**src/rtl/ss_pkg.sv**
```systemverilog
package ss_pkg;
  typedef enum logic [2:0] {
    ST_IDLE,
    ST_INIT,
    ST_RAMP,
    ST_RUN,
    ST_SHDN
  } ss_state_e;
endpackage

```
**src/rtl/ss_sync.sv**
```systemverilog
module ss_sync #(
  parameter int W = 1
) (
  input  logic         clk_i,
  input  logic         rst_ni,
  input  logic [W-1:0] d_i,
  output logic [W-1:0] q_o
);
  for (genvar i = 0; i < W; i++) begin : g_bit
    logic s1_q, s2_q;
    always_ff @(posedge clk_i or negedge rst_ni) begin
      if (!rst_ni) begin
        s1_q <= 1'b0;
        s2_q <= 1'b0;
      end else begin
        s1_q <= d_i[i];
        s2_q <= s1_q;
      end
    end
    assign q_o[i] = s2_q;
  end
endmodule

```
**src/rtl/ss_ramp.sv**
```systemverilog
module ss_ramp #(
  parameter int CODE_W    = 5,
  parameter int FULL_CODE = 27
) (
  input  logic              clk_i,
  input  logic              rst_ni,
  input  logic              clr_i,
  input  logic              step_i,
  output logic [CODE_W-1:0] code_o,
  output logic              full_o
);
  localparam logic [CODE_W-1:0] FULL_C = CODE_W'(FULL_CODE);

  logic [CODE_W-1:0] code_q;

  always_ff @(posedge clk_i or negedge rst_ni) begin
    if (!rst_ni)                        code_q <= '0;
    else if (clr_i)                     code_q <= '0;
    else if (step_i && code_q != FULL_C) code_q <= code_q + 1'b1;
  end

  assign code_o = code_q;
  assign full_o = (code_q == FULL_C);
endmodule

```
**src/rtl/ss_ctrl.sv**
```systemverilog
module ss_ctrl
  import ss_pkg::*;
#(
  parameter int CODE_W      = 5,
  parameter int INIT_CYC    = 4,
  parameter int DUMMY_RAMPS = 3,
  parameter int UV_UNMASK   = 10
) (
  input  logic              clk_i,
  input  logic              rst_ni,
  input  logic              pwr_ok_i,
  input  logic              uv_i,
  input  logic              shdn_i,
  input  logic [CODE_W-1:0] code_i,
  input  logic              full_i,
  output logic              ramp_clr_o,
  output logic              ramp_step_o,
  output logic              out_en_o,
  output logic              fault_o
);
  localparam int INIT_W = $clog2(INIT_CYC + 1);
  localparam int DCNT_W = $clog2(DUMMY_RAMPS + 1);
  localparam logic [INIT_W-1:0] INIT_LAST  = INIT_W'(INIT_CYC - 1);
  localparam logic [DCNT_W-1:0] DUMMY_LAST = DCNT_W'(DUMMY_RAMPS - 1);
  localparam logic [CODE_W-1:0] UNMASK_C   = CODE_W'(UV_UNMASK);

  ss_state_e         st_q, st_d;
  logic [INIT_W-1:0] init_q, init_d;
  logic [DCNT_W-1:0] dcnt_q, dcnt_d;
  logic              dummy_q, dummy_d;
  logic              uv_hit;

  // UV counts only in a real cycle, past the mask point
  assign uv_hit = uv_i && !dummy_q &&
                  ((st_q == ST_RAMP && code_i >= UNMASK_C) || st_q == ST_RUN);

  always_comb begin
    st_d        = st_q;
    init_d      = init_q;
    dcnt_d      = dcnt_q;
    dummy_d     = dummy_q;
    ramp_clr_o  = 1'b0;
    ramp_step_o = 1'b0;
    if (!pwr_ok_i) begin
      st_d       = ST_IDLE;
      dummy_d    = 1'b0;
      dcnt_d     = '0;
      ramp_clr_o = 1'b1;
    end else if (shdn_i) begin
      st_d       = ST_SHDN;
      dummy_d    = 1'b0;
      dcnt_d     = '0;
      ramp_clr_o = 1'b1;
    end else if (uv_hit) begin
      st_d       = ST_INIT;
      init_d     = '0;
      dummy_d    = 1'b1;
      dcnt_d     = '0;
      ramp_clr_o = 1'b1;
    end else begin
      unique case (st_q)
        ST_IDLE, ST_SHDN: begin
          st_d       = ST_INIT;
          init_d     = '0;
          dummy_d    = 1'b0;
          ramp_clr_o = 1'b1;
        end
        ST_INIT: begin
          if (init_q == INIT_LAST) begin
            st_d        = ST_RAMP;
            ramp_step_o = 1'b1;
          end else begin
            init_d = init_q + 1'b1;
          end
        end
        ST_RAMP: begin
          if (!full_i) begin
            ramp_step_o = 1'b1;
          end else if (dummy_q) begin
            st_d       = ST_INIT;
            init_d     = '0;
            ramp_clr_o = 1'b1;
            if (dcnt_q == DUMMY_LAST) begin
              dummy_d = 1'b0;
              dcnt_d  = '0;
            end else begin
              dcnt_d = dcnt_q + 1'b1;
            end
          end else begin
            st_d = ST_RUN;
          end
        end
        ST_RUN: st_d = ST_RUN;
        default: st_d = ST_IDLE;
      endcase
    end
  end

  always_ff @(posedge clk_i or negedge rst_ni) begin
    if (!rst_ni) begin
      st_q    <= ST_IDLE;
      init_q  <= '0;
      dcnt_q  <= '0;
      dummy_q <= 1'b0;
    end else begin
      st_q    <= st_d;
      init_q  <= init_d;
      dcnt_q  <= dcnt_d;
      dummy_q <= dummy_d;
    end
  end

  assign out_en_o = !dummy_q &&
                    (st_q == ST_INIT || st_q == ST_RAMP || st_q == ST_RUN);
  assign fault_o  = dummy_q;
endmodule

```
**src/rtl/softstart_seq.sv**
```systemverilog
module softstart_seq #(
  parameter int CODE_W      = 5,
  parameter int FULL_CODE   = 27,
  parameter int INIT_CYC    = 4,
  parameter int DUMMY_RAMPS = 3,
  parameter int UV_UNMASK   = (FULL_CODE * 3) / 8
) (
  input  logic              clk_i,
  input  logic              rst_ni,
  input  logic              pwr_ok_a_i,
  input  logic              pwr_ok_b_i,
  input  logic              uv_a_i,
  input  logic              uv_b_i,
  input  logic              shdn_i,
  output logic [CODE_W-1:0] ref_code_o,
  output logic              out_en_o,
  output logic              fault_o
);
  logic [2:0]        flags_s;
  logic              ramp_clr, ramp_step, ramp_full, en;
  logic [CODE_W-1:0] code;

  ss_sync #(.W(3)) u_sync (
    .clk_i (clk_i),
    .rst_ni(rst_ni),
    .d_i   ({shdn_i, uv_b_i, uv_a_i}),
    .q_o   (flags_s)
  );

  ss_ramp #(.CODE_W(CODE_W), .FULL_CODE(FULL_CODE)) u_ramp (
    .clk_i (clk_i),
    .rst_ni(rst_ni),
    .clr_i (ramp_clr),
    .step_i(ramp_step),
    .code_o(code),
    .full_o(ramp_full)
  );

  ss_ctrl #(
    .CODE_W     (CODE_W),
    .INIT_CYC   (INIT_CYC),
    .DUMMY_RAMPS(DUMMY_RAMPS),
    .UV_UNMASK  (UV_UNMASK)
  ) u_ctrl (
    .clk_i      (clk_i),
    .rst_ni     (rst_ni),
    .pwr_ok_i   (pwr_ok_a_i & pwr_ok_b_i),
    .uv_i       (flags_s[0] | flags_s[1]),
    .shdn_i     (flags_s[2]),
    .code_i     (code),
    .full_i     (ramp_full),
    .ramp_clr_o (ramp_clr),
    .ramp_step_o(ramp_step),
    .out_en_o   (en),
    .fault_o    (fault_o)
  );

  assign out_en_o   = en;
  assign ref_code_o = en ? code : '0;
endmodule

```
**config.mk**
```make
export PLATFORM = sky130hd
export DESIGN_NAME = softstart_seq
export DESIGN_NICKNAME = d
export VERILOG_FILES = /design/src/rtl/ss_pkg.sv /design/src/rtl/ss_sync.sv /design/src/rtl/ss_ramp.sv /design/src/rtl/ss_ctrl.sv /design/src/rtl/softstart_seq.sv
export SDC_FILE = /design/constraint.sdc
export NUM_CORES = 1
export LEC_CHECK = 0
export ABC_AREA = 1
export BUFFER_PORTS_ARGS = -buffer_cell sky130_fd_sc_hd__buf_2
export CORE_UTILIZATION = 56
export DETAILED_ROUTE_END_ITERATION = 8
export GPL_ROUTABILITY_DRIVEN = 0
export MAX_ROUTING_LAYER = met4
export PLACE_DENSITY = 0.84
export SYNTH_ARGS = -nofsm -noshare
export SYNTH_HDL_FRONTEND = slang
export SYNTH_SLANG_ARGS = --single-unit
```
**constraint.sdc**
```tcl
create_clock -name clk_i -period 1.8 [get_ports clk_i]
set_input_delay 0.18 -clock clk_i [delete_from_list [all_inputs] [get_ports clk_i]]
set_output_delay 0.18 -clock clk_i [all_outputs]
set_load 0.01 [all_outputs]
```
== Word-level counts from Yosys, hierarchy flattened ==
Cells that the tools add are included.

* Register bits after elaboration: 20
* Latch bits: 0
* Memory bits (writable): 0
* ROM bits: 0
* Bits of input ports: 7
* Output and inout bits: 7
* Memories: 0

* $add $sub $neg: 3
* $mul: 0
* Div/mod/pow operators: 0
* Order comparisons: 1
* Equal/unequal tests: 17
* Shifts and indexed selects: 0
* Mux-type cells: 41
* Bitwise operators: 3
* Reductions and logical operators: 17

{| class="wikitable"
|+ Operators with widths
! cell !! number
|-
| $mux 3 || 9
|-
| $ne 5x5->1 const B || 4
|-
| $mux 1 || 16
|-
| $mux 2 || 8
|-
| $mux 5 || 3
|-
| $ne 4x4->1 const B || 3
|-
| $pmux 3 s4 || 1
|-
| $eq 3x2->1 const B || 3
|-
| $pmux 3 s3 || 1
|-
| $ne 3x1->1 const B || 2
|-
| $pmux 1 s2 || 3
|-
| $reduce_and 6->1 || 1
|-
| $add 5x1->5 const B || 1
|-
| $eq 5x5->1 const B || 1
|-
| $ge 5x4->1 const B || 1
|-
| $logic_and 1x1->1 || 5
|-
| $reduce_and 2->1 || 2
|-
| $reduce_bool 4->1 || 1
|-
| $add 3x1->3 const B || 1
|-
| $eq 3x1->1 const B || 1
|-
| $eq 3x3->1 const B || 1
|-
| $logic_not 3->1 || 1
|-
| $logic_or 1x1->1 || 3
|-
| $ne 3x2->1 const B || 1
|-
| other kinds (9) || 9
|}

== Depth between registers and ports, before layout ==
* Depth after elaboration: 10
* Depth in mapped cells: 10
* Gate-level depth less buffers: 10

== Hierarchy ==
Synthesis repeated with hierarchy kept, for this count alone.

* Cell total of the unflattened synthesis: 149
* Area total of the unflattened synthesis: 1172.4 sq um

{| class="wikitable"
|+ By module, submodules not included
! module !! instances !! cells each !! area each (sq um)
|-
| ss_ctrl || 1 || 88 || 643.1
|-
| ss_ramp || 1 || 37 || 300.3
|-
| ss_sync || 1 || 9 || 172.7
|-
| softstart_seq || 1 || 15 || 56.3
|}

== Least setup slack after synthesis ==
No wires, ideal clock.

* Path kind: register to output
* Start: reg u_ctrl.st_q[0]
* End: out ref_code_o[0]
* Arrival time: 1.218 ns
* Data required time: 1.620 ns
* Slack: 0.402 ns
* Cell stages (with the launch flop): 5
* Buffers on the path: 0
* Cell sequence: dfrtp_1 > nor2_1 > nor3_1 > inv_1 > nor2_1

* Cells in the longest elaborated chain, start to end: 5
* Elaborated cells on any way between the ends: 7
* Classes of those cells: 3 x eq/ne; 1 x mux; 3 x reduce/logical

{| class="wikitable"
|+ Ends and longest elaborated chain
! what !! RTL line !! source
|-
| start: declaration || ss_ctrl.sv:27 || <nowiki>ss_state_e st_q, st_d;</nowiki>
|-
| start signal: assignment || ss_ctrl.sv:106 || <nowiki>st_q <= st_d;</nowiki>
|-
| $eq 3x1->1 / $eq 3x2->1 (equally long branches) || ss_ctrl.sv:114 || <nowiki>(st_q == ST_INIT || st_q == ST_RAMP || st_q == ST_RUN);</nowiki>
|-
| $logic_or 1x1->1 || ss_ctrl.sv:114 ||
|-
| $logic_or 1x1->1 (*) || ss_ctrl.sv:114 ||
|-
| $logic_and 1x1->1 (*) || ss_ctrl.sv:113 || <nowiki>assign out_en_o = !dummy_q &&</nowiki>
|-
| via out_en_o || softstart_seq.sv:16 || <nowiki>output logic out_en_o,</nowiki>
|-
| $mux 5 (*) || softstart_seq.sv:59 || <nowiki>assign ref_code_o = en ? code : '0;</nowiki>
|-
| end: declaration || softstart_seq.sv:15 || <nowiki>output logic [CODE_W-1:0] ref_code_o,</nowiki>
|}

Mark *: on every way through the listed nets, which the timed path passes. The rest lies on a longest branch.

== Worst setup path in the final report ==
* Start: reg u_ctrl.st_q[2]
* End: out ref_code_o[0]

* Cells in the longest elaborated chain, start to end: 5
* Elaborated cells on any way between the ends: 7
* Classes of those cells: 3 x eq/ne; 1 x mux; 3 x reduce/logical

{| class="wikitable"
|+ Ends and longest elaborated chain
! what !! RTL line
|-
| $eq 3x1->1 / $eq 3x2->1 (equally long branches) || ss_ctrl.sv:114
|-
| $logic_or 1x1->1 || ss_ctrl.sv:114
|-
| $logic_or 1x1->1 (*) || ss_ctrl.sv:114
|-
| $logic_and 1x1->1 (*) || ss_ctrl.sv:113
|-
| $mux 5 (*) || softstart_seq.sv:59
|}

Mark *: on every way between the ends. The rest lies on a longest branch, timed or not.

==> metrics.md <==
| Metric | Value |
|---|---|
| Area grow syn2layout | `15.3%` |
| Drt initial violations | `37` |
| Die area | `2240 um2` |
| Antenna-violating nets left | `0` |
| Fin Clk Skew | `0.00323 ns` |
| Critical-path cell list | `nor3_1 -> inv_1 -> nor2_1 -> buf_2` |
| Pwr/cell area | `a little over 600 nW/um2` |
| Rows | `16` |
| Synth cell types | `23` |
| Detailed Place HPWL | `around 1.7 mm` |
| Die Ht | `47.4 um` |
| Via count | `roughly 1.0k` |
| Reg2Reg Depth | `8` |
| Mapped Nets | `~160` |
| CP max stage delay | `0.48 ns` |
| Synth top area share | `0.434` |
| GRT Util Overall | `0.241` |
| Largest net degree at the start of global routing | `21` |
| WL met1 | `1.05 mm` |
| Mapped cell area | `between 1000 and 1500 um2` |
| Initial antenna violation count | `0` |
| Wirelength per Cell | `approximately 12 um` |
| I/O pins | `14` |
| H-tree Lvls | `1` |
| Vias/cell | `5.27` |
| Synth Area per Inst | `roughly 7.6 um2` |
| Clock Pin Slew Worst Setup and Hold Paths | `roughly 0.11 ns` |
| Post-route setup TNS | `0 ns` |
| Pre-CTS WS | `~0.22 ns` |
| Primary FF master, synth | `dfrtp_1` |
| Minimum clock period | `approximately 1.7 ns` |
| Cells after synthesis | `152` |
| Final Max Tran Viols | `0` |
| WS Path Type | `register to output pin` |
| Worst Path Arrival | `1.52 ns` |
| Reg2Reg Setup Slack | `between 0.1 and 0.15 ns` |
| Non-Filler Instances | `199` |
| Commonest cells after routing, fill and taps aside | `nand2_1 (32), nor2_1 (25), nand3_1 (21), inv_1 (19), dfrtp_1 (18)` |
| Status | `complete, no violations` |
| Worst skew pair latency | `0.30 ns` |
| Slowest stage cell, crit path | `dfrtp_1` |
| Share of synthesized registers carrying an async set or reset | `1.00` |
| Diode count | `0` |
| Worst Path Required | `~1.6 ns` |
| Vias in the first global route | `859` |
| Crit Path Max Fanout | `6` |
| Starting Density | `0.593` |
| Placed Instances | `190` |
| Worst setup startpoint | `u_ctrl.st_q[2]` |
| Global route overflow | `0` |
| Sequential area share after synthesis | `0.434` |
| Clk root buf | `clkbuf_4` |
| DR WL met3 | `110 um` |
| Clk buf depth | `2` |
| Share of layout cells above drive strength 1 | `0.180` |
| Static Leak | `0.722 nW` |
| Core area | `1940 um2` |
| Fmax | `587 MHz` |
| Synth warn | `0` |
| Crit Reg-Reg Startpoint | `u_ramp.code_o[1]` |
| Startpoint types | `register` |
| Top area cells in the synthesized netlist | `dfrtp_1 (43%), nand2_1 (10%), nand3_1 (9.1%), nor2_1 (8.1%), inv_1 (6.2%)` |
| Nets | `around 180` |
| DRC | `0` |
| CTS buffer count | `3` |
| CTS tree | `done` |
| Die Wd | `about 47 um` |
| Final setup margin | `0.0978 ns` |
| First-pass GRT wire length | `3.55 mm` |
| Setup crit end | `ref_code_o[0]` |
| Max Used Layer | `met4` |
| Flops & latches, synth | `20` |
| Final Hold Fails | `0` |
| Number of synthesized flops with an enable pin | `0` |
| Met2 WL post-DR | `~1.1 mm` |
| Final period util | `0.946` |
| Crit Reg-Reg Endpoint | `u_ramp.code_o[0]` |
| Slew headroom | `0.712` |
| DRT Wirelength | `2.30 mm` |
| Largest area contributor in the netlist | `dfrtp_1` |
| First drt pass iteration count | `4` |
| RSZ-0062 raised after global routing | `no` |
| Number of setup violations in the final report | `0` |
| Clk sink count | `20` |
| Peak supply drop | `0.417 mV` |
| Commonest non-fill, non-tap cell in the layout | `nand2_1` |
| Max cap viols | `0` |
| Hold Path Class | `input port to register` |
| I/O Buffers | `13` |
| CP Capture Type | `output pin` |
| Worst Max-Slew Pin Slew | `0.433 ns` |
-- logic make-up (layout without fill, tap and decap cells) --
family | Yosys count | after routing | share of synthesized area
buffers and inverters | 25 | 45 | 0.0825
AOI/OAI and AO/OA | 8 | 8 | 0.0369
DFF | 20 | 20 | 0.434
adders and majority gates | 4 | 4 | 0.0434
and+or+nand+nor | 92 | 92 | 0.380
xor gates and xnor gates | 3 | 3 | 0.0228
-- sequential cells by signal (all words and copies together), names as in the netlist --
name / cells
u_ctrl.fault_o: 1
u_sync.g_bit.s1_q: 3
u_sync.g_bit.s2_q: 3
u_ctrl.init_q: 3
u_ramp.code_o: 5
u_ctrl.dcnt_q: 2
u_ctrl.st_q: 3
-- cells in the mapped netlist (2+ instances only) --
| cell | count |
|---|---|
| nand2_1 | 32 |
| nor2_1 | 25 |
| nand3_1 | 21 |
| dfrtp_1 | 20 |
| inv_1 | 19 |
| a21oi_1 | 5 |
| ha_1 | 4 |
| inv_2 | 4 |
| nand4_1 | 3 |
| nor3_1 | 3 |
| xor2_1 | 3 |
| o21ai_0 | 2 |
-- power by group --
part / internal, W / total [W] / switching, W / leakage (nW)
clock network: 0.000124 / 0.000261 / 0.000137 / 0.0210
logic: 0.0000267 / 0.0000697 / 0.0000430 / 0.441
registers: 0.000463 / 0.000472 / 0.00000915 / 0.260
total: 0.000613 / 0.000803 / 0.000189 / 0.722
-- stage by stage --
stage	instance area [um2]	power [W]	utilization	hold WS [ns]
finish	1330	0.000803	0.684	0.180
global route	1330	0.000837	0.684	0.197
CTS	1320	0.000806	0.679	0.185
detailed placement	1240	0.000542	0.640	0.146
global placement	1240	0.000541	0.640	0.144
floorplan	1150	0.000517	-	-0.116
-- layer usage --
layer,GRT usage,up-vias
li1,-,521
met1,0.291,473
met2,0.381,43
met3,0.0577,11
met4,0.103,0
met5,-,-
-- cell type report --
cell class / instances / area [um2]
clock buffers: 4 / 36.3
multi-input cells: 107 / 557
flip-flops and latches: 20 / 503
inverters: 23 / 86.3
well taps: 27 / 33.8
fillers: 150 / 613
repair buffers: 18 / 113
-- how the worst min path moves through the flow --
stage / startpoint / end / slack [ns] / cells past startpoint
6_report: pwr_ok_b_i / u_ctrl.st_q[2] / 0.18 / 3
2_1_floorplan: rst_ni / u_ctrl.dcnt_q[0] / -0.12 / 0
4_1_cts: pwr_ok_b_i / u_ctrl.st_q[2] / 0.19 / 3
5_1_grt: pwr_ok_b_i / u_ctrl.st_q[2] / 0.20 / 3
3_3_place_gp: rst_ni / u_ramp.code_o[2] / 0.14 / 1
3_5_place_dp: rst_ni / u_ramp.code_o[3] / 0.15 / 1
-- worst max-delay path: cells and delay by family, from the launching register on --
| family | cells | cell delay (ns) |
|---|---|---|
| buffers and inverters | 2 | 0.31 |
| flip-flops | 1 | 0.48 |
| AND/OR/NAND/NOR | 2 | 0.42 |
-- timing repair --
action / 4_1_cts / 5_1_grt
resized for setup: 0 / 2
hold endpoints to repair: 23 / 0
buffers inserted: 0 / 1
hold buffers: 4 / 0
endpoints found under the setup margin: 0 / 5
No activity file was read; power rests on OpenSTA's default activity.
